===== src/rtl/ssb_pkg.sv =====
package ssb_pkg;
  // Condition of the oldest occupied slot, as seen by the queue controller.
  typedef enum logic [1:0] {
    HEAD_EMPTY = 2'd0,  // no occupied slot
    HEAD_SKIP  = 2'd1,  // slot cancelled, release without draining
    HEAD_WAIT  = 2'd2,  // still speculative or missing data
    HEAD_SEND  = 2'd3   // committed with data, offered to the cache
  } head_state_e;
endpackage


===== src/rtl/ssb_entry_array.sv =====
module ssb_entry_array #(
  parameter int DEPTH  = 8,
  parameter int INUM_W = 6,
  parameter int ADDR_W = 32,
  parameter int DATA_W = 32,
  localparam int PTR_W = $clog2(DEPTH)
) (
  input  logic              clk,
  input  logic              rst_n,
  input  logic              alloc_en,
  input  logic [PTR_W-1:0]  alloc_idx,
  input  logic [INUM_W-1:0] new_inum,
  input  logic [ADDR_W-1:0] new_addr,
  input  logic [DATA_W-1:0] new_data,
  input  logic              new_has_data,
  input  logic              cmt_en,
  input  logic [INUM_W-1:0] cmt_inum,
  input  logic              abt_en,
  input  logic [INUM_W-1:0] abt_inum,
  input  logic              sd_en,
  input  logic [INUM_W-1:0] sd_inum,
  input  logic [DATA_W-1:0] sd_data,
  input  logic              free_en,
  input  logic [PTR_W-1:0]  free_idx,
  output logic              e_vld  [DEPTH],
  output logic              e_spec [DEPTH],
  output logic              e_dok  [DEPTH],
  output logic [INUM_W-1:0] e_inum [DEPTH],
  output logic [ADDR_W-1:0] e_addr [DEPTH],
  output logic [DATA_W-1:0] e_data [DEPTH]
);

  for (genvar i = 0; i < DEPTH; i++) begin : g_slot
    logic              vld_q, spec_q, dok_q;
    logic [INUM_W-1:0] inum_q;
    logic [ADDR_W-1:0] addr_q;
    logic [DATA_W-1:0] data_q;
    logic              take, drop, cmt_hit, abt_hit, fill_hit;

    assign take     = alloc_en && (alloc_idx == PTR_W'(i));
    assign drop     = free_en && (free_idx == PTR_W'(i));
    assign cmt_hit  = cmt_en && vld_q && spec_q && (inum_q == cmt_inum);
    assign abt_hit  = abt_en && vld_q && spec_q && (inum_q == abt_inum);
    assign fill_hit = sd_en && vld_q && !dok_q && (inum_q == sd_inum);

    always_ff @(posedge clk) begin
      if (!rst_n) begin
        vld_q  <= 1'b0;
        spec_q <= 1'b0;
        dok_q  <= 1'b0;
        inum_q <= '0;
        addr_q <= '0;
        data_q <= '0;
      end else if (take) begin
        vld_q  <= 1'b1;
        spec_q <= 1'b1;
        dok_q  <= new_has_data;
        inum_q <= new_inum;
        addr_q <= new_addr;
        data_q <= new_has_data ? new_data : '0;
      end else if (drop) begin
        vld_q  <= 1'b0;
        spec_q <= 1'b0;
        dok_q  <= 1'b0;
      end else begin
        if (abt_hit) vld_q <= 1'b0;
        if (cmt_hit) spec_q <= 1'b0;
        if (fill_hit) begin
          dok_q  <= 1'b1;
          data_q <= sd_data;
        end
      end
    end

    assign e_vld[i]  = vld_q;
    assign e_spec[i] = spec_q;
    assign e_dok[i]  = dok_q;
    assign e_inum[i] = inum_q;
    assign e_addr[i] = addr_q;
    assign e_data[i] = data_q;
  end

endmodule


===== src/rtl/ssb_fwd_select.sv =====
module ssb_fwd_select #(
  parameter int DEPTH  = 8,
  parameter int INUM_W = 6,
  parameter int ADDR_W = 32,
  parameter int DATA_W = 32,
  localparam int PTR_W = $clog2(DEPTH)
) (
  input  logic [PTR_W-1:0]  head,
  input  logic              e_vld  [DEPTH],
  input  logic              e_dok  [DEPTH],
  input  logic [INUM_W-1:0] e_inum [DEPTH],
  input  logic [ADDR_W-1:0] e_addr [DEPTH],
  input  logic [DATA_W-1:0] e_data [DEPTH],
  input  logic              ld_en,
  input  logic [ADDR_W-1:0] ld_addr,
  input  logic [INUM_W-1:0] ld_inum,
  output logic              ld_hit,
  output logic              ld_misspec,
  output logic [DATA_W-1:0] ld_data
);

  logic             found;
  logic [PTR_W-1:0] sel;

  // Walk slots from oldest to youngest; the last qualifying slot wins,
  // which is the youngest store still older than the load.
  always_comb begin
    logic [PTR_W-1:0]  slot;
    logic [INUM_W-1:0] age_gap;
    found = 1'b0;
    sel   = '0;
    for (int k = 0; k < DEPTH; k++) begin
      slot    = head + PTR_W'(k);
      age_gap = e_inum[slot] - ld_inum;
      if (e_vld[slot] && (e_addr[slot] == ld_addr) && age_gap[INUM_W-1]) begin
        found = 1'b1;
        sel   = slot;
      end
    end
  end

  assign ld_hit     = ld_en && found && e_dok[sel];
  assign ld_misspec = ld_en && found && !e_dok[sel];
  assign ld_data    = ld_hit ? e_data[sel] : '0;

endmodule


===== src/rtl/ssb_queue_ctrl.sv =====
module ssb_queue_ctrl
  import ssb_pkg::*;
#(
  parameter int DEPTH  = 8,
  localparam int PTR_W = $clog2(DEPTH),
  localparam int CNT_W = $clog2(DEPTH + 1)
) (
  input  logic             clk,
  input  logic             rst_n,
  input  logic             st_valid,
  output logic             st_ready,
  input  logic             head_vld,
  input  logic             head_spec,
  input  logic             head_dok,
  input  logic             dr_ready,
  output logic             dr_valid,
  output logic             push,
  output logic             pop,
  output logic [PTR_W-1:0] head,
  output logic [PTR_W-1:0] tail
);

  logic [PTR_W-1:0] head_q, tail_q;
  logic [CNT_W-1:0] cnt_q;
  head_state_e      hstate;

  always_comb begin
    if (cnt_q == '0)              hstate = HEAD_EMPTY;
    else if (!head_vld)           hstate = HEAD_SKIP;
    else if (head_spec || !head_dok) hstate = HEAD_WAIT;
    else                          hstate = HEAD_SEND;
  end

  assign st_ready = (cnt_q != CNT_W'(DEPTH));
  assign dr_valid = (hstate == HEAD_SEND);
  assign push     = st_valid && st_ready;
  assign pop      = (hstate == HEAD_SKIP) || (dr_valid && dr_ready);

  always_ff @(posedge clk) begin
    if (!rst_n) begin
      head_q <= '0;
      tail_q <= '0;
      cnt_q  <= '0;
    end else begin
      if (push) tail_q <= tail_q + PTR_W'(1);
      if (pop)  head_q <= head_q + PTR_W'(1);
      case ({push, pop})
        2'b10:   cnt_q <= cnt_q + CNT_W'(1);
        2'b01:   cnt_q <= cnt_q - CNT_W'(1);
        default: cnt_q <= cnt_q;
      endcase
    end
  end

  assign head = head_q;
  assign tail = tail_q;

endmodule


===== src/rtl/spec_store_buffer.sv =====
module spec_store_buffer #(
  parameter int DEPTH  = 8,
  parameter int INUM_W = 6,
  parameter int ADDR_W = 32,
  parameter int DATA_W = 32
) (
  input  logic              clk,
  input  logic              rst_n,
  input  logic              st_valid,
  output logic              st_ready,
  input  logic [INUM_W-1:0] st_inum,
  input  logic [ADDR_W-1:0] st_addr,
  input  logic [DATA_W-1:0] st_data,
  input  logic              st_has_data,
  input  logic              cmt_en,
  input  logic [INUM_W-1:0] cmt_inum,
  input  logic              abt_en,
  input  logic [INUM_W-1:0] abt_inum,
  input  logic              sd_en,
  input  logic [INUM_W-1:0] sd_inum,
  input  logic [DATA_W-1:0] sd_data,
  input  logic              ld_en,
  input  logic [ADDR_W-1:0] ld_addr,
  input  logic [INUM_W-1:0] ld_inum,
  output logic              ld_hit,
  output logic [DATA_W-1:0] ld_data,
  output logic              ld_misspec,
  output logic              dr_valid,
  input  logic              dr_ready,
  output logic [ADDR_W-1:0] dr_addr,
  output logic [DATA_W-1:0] dr_data
);

  localparam int PTR_W = $clog2(DEPTH);

  logic              e_vld  [DEPTH];
  logic              e_spec [DEPTH];
  logic              e_dok  [DEPTH];
  logic [INUM_W-1:0] e_inum [DEPTH];
  logic [ADDR_W-1:0] e_addr [DEPTH];
  logic [DATA_W-1:0] e_data [DEPTH];

  logic             q_push, q_pop;
  logic [PTR_W-1:0] q_head, q_tail;

  ssb_queue_ctrl #(.DEPTH(DEPTH)) u_ctrl (
    .clk       (clk),
    .rst_n     (rst_n),
    .st_valid  (st_valid),
    .st_ready  (st_ready),
    .head_vld  (e_vld[q_head]),
    .head_spec (e_spec[q_head]),
    .head_dok  (e_dok[q_head]),
    .dr_ready  (dr_ready),
    .dr_valid  (dr_valid),
    .push      (q_push),
    .pop       (q_pop),
    .head      (q_head),
    .tail      (q_tail)
  );

  ssb_entry_array #(
    .DEPTH(DEPTH), .INUM_W(INUM_W), .ADDR_W(ADDR_W), .DATA_W(DATA_W)
  ) u_slots (
    .clk          (clk),
    .rst_n        (rst_n),
    .alloc_en     (q_push),
    .alloc_idx    (q_tail),
    .new_inum     (st_inum),
    .new_addr     (st_addr),
    .new_data     (st_data),
    .new_has_data (st_has_data),
    .cmt_en       (cmt_en),
    .cmt_inum     (cmt_inum),
    .abt_en       (abt_en),
    .abt_inum     (abt_inum),
    .sd_en        (sd_en),
    .sd_inum      (sd_inum),
    .sd_data      (sd_data),
    .free_en      (q_pop),
    .free_idx     (q_head),
    .e_vld        (e_vld),
    .e_spec       (e_spec),
    .e_dok        (e_dok),
    .e_inum       (e_inum),
    .e_addr       (e_addr),
    .e_data       (e_data)
  );

  ssb_fwd_select #(
    .DEPTH(DEPTH), .INUM_W(INUM_W), .ADDR_W(ADDR_W), .DATA_W(DATA_W)
  ) u_fwd (
    .head       (q_head),
    .e_vld      (e_vld),
    .e_dok      (e_dok),
    .e_inum     (e_inum),
    .e_addr     (e_addr),
    .e_data     (e_data),
    .ld_en      (ld_en),
    .ld_addr    (ld_addr),
    .ld_inum    (ld_inum),
    .ld_hit     (ld_hit),
    .ld_misspec (ld_misspec),
    .ld_data    (ld_data)
  );

  assign dr_addr = e_addr[q_head];
  assign dr_data = e_data[q_head];

endmodule


===== config.mk =====
export PLATFORM = sky130hd
export DESIGN_NAME = spec_store_buffer
export DESIGN_NICKNAME = d
export VERILOG_FILES = /design/src/rtl/ssb_pkg.sv /design/src/rtl/ssb_entry_array.sv /design/src/rtl/ssb_fwd_select.sv /design/src/rtl/ssb_queue_ctrl.sv /design/src/rtl/spec_store_buffer.sv
export SDC_FILE = /design/constraint.sdc
export NUM_CORES = 2
export LEC_CHECK = 0
export ABC_CLOCK_PERIOD_IN_PS = 10200
export BUFFER_PORTS_ARGS = -buffer_cell sky130_fd_sc_hd__buf_2
export CAP_MARGIN = 10
export CORE_UTILIZATION = 30
export CTS_BUF_LIST = sky130_fd_sc_hd__clkbuf_4
export CTS_CLUSTER_SIZE = 10
export DETAILED_ROUTE_END_ITERATION = 12
export GPL_ROUTABILITY_DRIVEN = 1
export SLEW_MARGIN = 20
export SYNTH_ARGS = -nofsm -noshare
export SYNTH_HDL_FRONTEND = slang
export SYNTH_SLANG_ARGS = --single-unit

===== constraint.sdc =====
create_clock -name clk -period 10.2 [get_ports clk]
set_clock_uncertainty 0.1 [all_clocks]
set_input_delay 0.51 -clock clk [delete_from_list [all_inputs] [get_ports clk]]
set_output_delay 0.51 -clock clk [all_outputs]
set_load 0.01 [all_outputs]

==> summary.md <==
The final number of setup-violating endpoints is 0, and the pin count of the biggest net entering global routing is 140. Measured along the y axis, the die boundary spans 417 um. The number of nets in the final layout is 5993. The critical path capture point type was an output port. The portion of synthesized cell area occupied by the leading cell type works out to 0.230. The fraction of final layout cells sized beyond drive strength 1 is 0.200, and the post-synthesis instance area is 0.0517 sq mm.

Yosys mapped a number of flops with a built-in enable equal to 0. Dividing the detail-routed wire length by the instance count gives 29.3 um. Top flip-flop cell by instance count after synthesis: dfxtp_1. The largest family of logic cells by synthesized area was multiplexers.

In this run, the number of DRC markers left after iteration 0 of detailed routing was 6151. Hold timing on the final database bottoms out at a slack of 0.0845 ns. The timing-limited maximum frequency was 102 MHz. The worst setup path is launched from a flip-flop. The layout has 17500 filler cells. The initialized floorplan defines 151 standard-cell rows.

The clock slew seen by the registers of the worst setup and hold paths is 0.08 ns, and the global placer's final weighted congestion is 1.10. Per-instance average area after synthesis: 9.04 sq um. By area the synthesized netlist is led by dfxtp_1, mux4_2, mux2i_1. The max-slew headroom at the worst pin was 0.150; the average via count per standard cell was 6.05. The logs give 9.16 ns for the data arrival time of the critical path and 3 for the maximum clock path buffer count. The remaining antenna violation count was 0. The HPWL after detailed placement is 164 mm.

The Yosys warning count was 0. The tools report the total detailed-routing wirelength as 240 mm. The tree is rooted in a clkbuf_4. The xor/xnor cell area share of the yosys netlist was 0.0668.

The logs give 0 for the overall overflow remaining after global route and 0.303 for the starting utilization of the core area. TritonCTS built the clock tree. Relative to the synthesized area, the layout overhead comes to 12.7%.

The simple-gate share of the synthesized area is 0.145. Share of synthesized area spent on multiplexers: 0.297. The total count of hold-check failures in the final report is 0. The logs give 9.59 ns for the worst endpoint required time and 0.186 mV for the worst supply voltage drop on vdd.

At the later pin of the worst-skew pair, clock insertion delay measures 1.23 ns. The run gives 9 as the number of detailed-routing iterations run before antenna repair. After routing, the total negative slack on setup checks comes to 0 ns. In this run the worst hold path is classified as input pin to flip-flop. The number of max-slew violations in the final report was 0. The number of setup buffers added after CTS came out at 0. For the sequential area share after synthesis, the log shows 0.230. The sequential cells in the finished layout cover a total of 0.0119 sq mm. The critical path is of the flip-flop to output port type. The number of global-route vias before repair was 46900; the share of flip-flops with an asynchronous set or reset was 0. In this run the worst path has a maximum fanout of 69. During placement, the flow inserted port buffers numbering 266. The synthesized design contains 594 register bits. For the pin with the worst max-slew slack, the measured transition is 1.24 ns. Synthesis produced a netlist whose cell count is 5715.

Counting every sink on the clock net gives 594. Global-route wire length before repair: 344 mm. The tools report the remaining routing DRC violations as 0.

Across the run, the number of max-cap violations was 0. The number of buffers inserted during clock tree synthesis was 168; the final cycle utilization of the critical path was 0.958. The compound-cell area share of the yosys netlist is 0.189. CTS built an H-tree with a depth of 4. The run finished with clean final reports.

The count of cell types in the netlist is 91. After synthesis, the most frequently instantiated cells are nand2_1, dfxtp_1, mux2i_1, mux4_2, clkbuf_1. The final period demand of the worst path was 9.77 ns; the placeable core region was 0.170 sq mm.

Of all cell types, the one taking the most synthesized area is dfxtp_1. Summing all multi-input logic gate instances after layout gives 0.0370 sq mm. The overall die area was 0.174 sq mm.

Most repeated cell in the gate-level netlist after synthesis: nand2_1. The global-route usage over all layers is 0.268, and the power density over the cells is 189 mW/mm^2. During I/O placement, the number of pins put on the boundary was 267.

The die width was 417 um. Setup repair after global routing left no endpoint under its margin. The adder-cell share of the synthesized area was 0.0120; the total leakage power was 23.4 nW.

The detailed router placed 49600 vias in this run. Synthesis produced a netlist with a net count of 5931. For the initial antenna violation count, the log shows 29.
## area by class of cell
| cell class | count | area share |
|---|---|---|
| repair buffers | 546 | 0.0699 |
| clock inverters | 44 | 0.00538 |
| clock buffers | 240 | 0.0310 |
| flip-flops and latches | 594 | 0.205 |
| well taps | 2295 | 0.0493 |
| inverters | 55 | 0.00363 |
| diodes | 18 | 0.000774 |
| multi-input cells | 4412 | 0.635 |
## cell families after synthesis
logic type | count (synthesis)
DFF | 594
buffers and inverters | 709
and+or+nand+nor | 1707
muxes | 1023
adders and majority gates | 49
AOI/OAI and AO/OA | 1240
xor gates and xnor gates | 393
## state kept, by name (all words and copies together) (netlist names)
register,cells
u_slots.g_slot.addr_q,256
u_slots.g_slot.data_q,256
u_slots.g_slot.inum_q,48
u_slots.g_slot.dok_q,8
u_slots.g_slot.spec_q,8
u_slots.g_slot.vld_q,8
u_ctrl.cnt_q,4
u_ctrl.head,3
u_ctrl.tail,3
## critical path, stage by stage (launching register included)
cell	delay, ns
dfxtp_4	0.86
inv_2	0.11
ha_4	0.63
buf_12	0.44
mux2i_1	1.06
mux4_2	0.47
xnor2_1	0.17
nor4_1	0.57
nand4_1	0.28
nor4bb_4	0.35
buf_4	0.33
inv_1	0.07
a31oi_1	0.25
a41o_4	0.39
buf_4	0.77
mux2i_1	0.27
nor2_1	0.06
nor4_1	0.52
buf_2	0.24
## placed cells by master (no fill, tap or decap), drive strengths merged, types with 40 or more instances in the layout
cell            n
nand2        1175
dfxtp         594
mux2i         547
mux4          401
buf           361
a21boi        316
xnor2         289
o211ai        265
o211a         258
clkbuf        240
dlygate4sd3   185
xor2          104
nor2          101
nand3          95
o21ai          82
mux2           75
nor3           67
a22oi          59
nand4          58
a21oi          52
inv            52
ha             48
nor4           47
clkinv         42
o22ai          40
## power by group
part	switching [W]	leakage [nW]	total, W	internal, W
clock	0.00117	1.25	0.00234	0.00116
combinational	0.00363	17.3	0.00585	0.00222
sequential	0.000318	4.81	0.00281	0.00249
total	0.00512	23.4	0.0110	0.00587
## path summary, 6_finish.rpt
check / startpoint / to / slack [ns] / depth (start not counted)
max: u_ctrl.head[1]$_SDFFE_PN0N_ / ld_data[2] / 0.43 / 18
min: st_addr[29] / u_slots.g_slot[1].addr_q[29]$_SDFFE_PN0P_ / 0.08 / 4
max reg2reg: u_ctrl.head[1]$_SDFFE_PN0N_ / u_slots.g_slot[6].data_q[15]$_SDFFE_PN0P_ / 3.74 / 15
min reg2reg: u_ctrl.tail[1]$_SDFFE_PN0P_ / u_ctrl.tail[1]$_SDFFE_PN0P_ / 0.41 / 2
## layer usage
metal / vias up / GRT usage / wire length (um)
li1: 21400 / - / -
met5: - / 0 / 96
met1: 24700 / 0.340 / 93900
met2: 2947 / 0.426 / 110000
met4: 12 / 0.133 / 12800
met3: 556 / 0.0599 / 23200
## stage by stage
stage	util	setup WS (ns)	instance area [sq um]	total power [W]	instances
floorplan	-	0.860	51700	0.00665	5715
global placement	0.318	1.41	54100	0.00844	7717
detailed placement	0.318	1.52	54200	0.00850	7717
CTS	0.341	0.160	58100	0.0109	8186
global route	0.342	0.159	58200	0.0114	8199
finish	0.342	0.429	58200	0.0110	8204
## timing repair
item / 4_1_cts / 5_1_grt
endpoints found under the setup margin: 0 / 2
hold buffers: 185 / 0
resized for setup: 0 / 2
endpoints found under the hold margin: 591 / 0
Note: power is estimated with default switching activity, not from simulation.
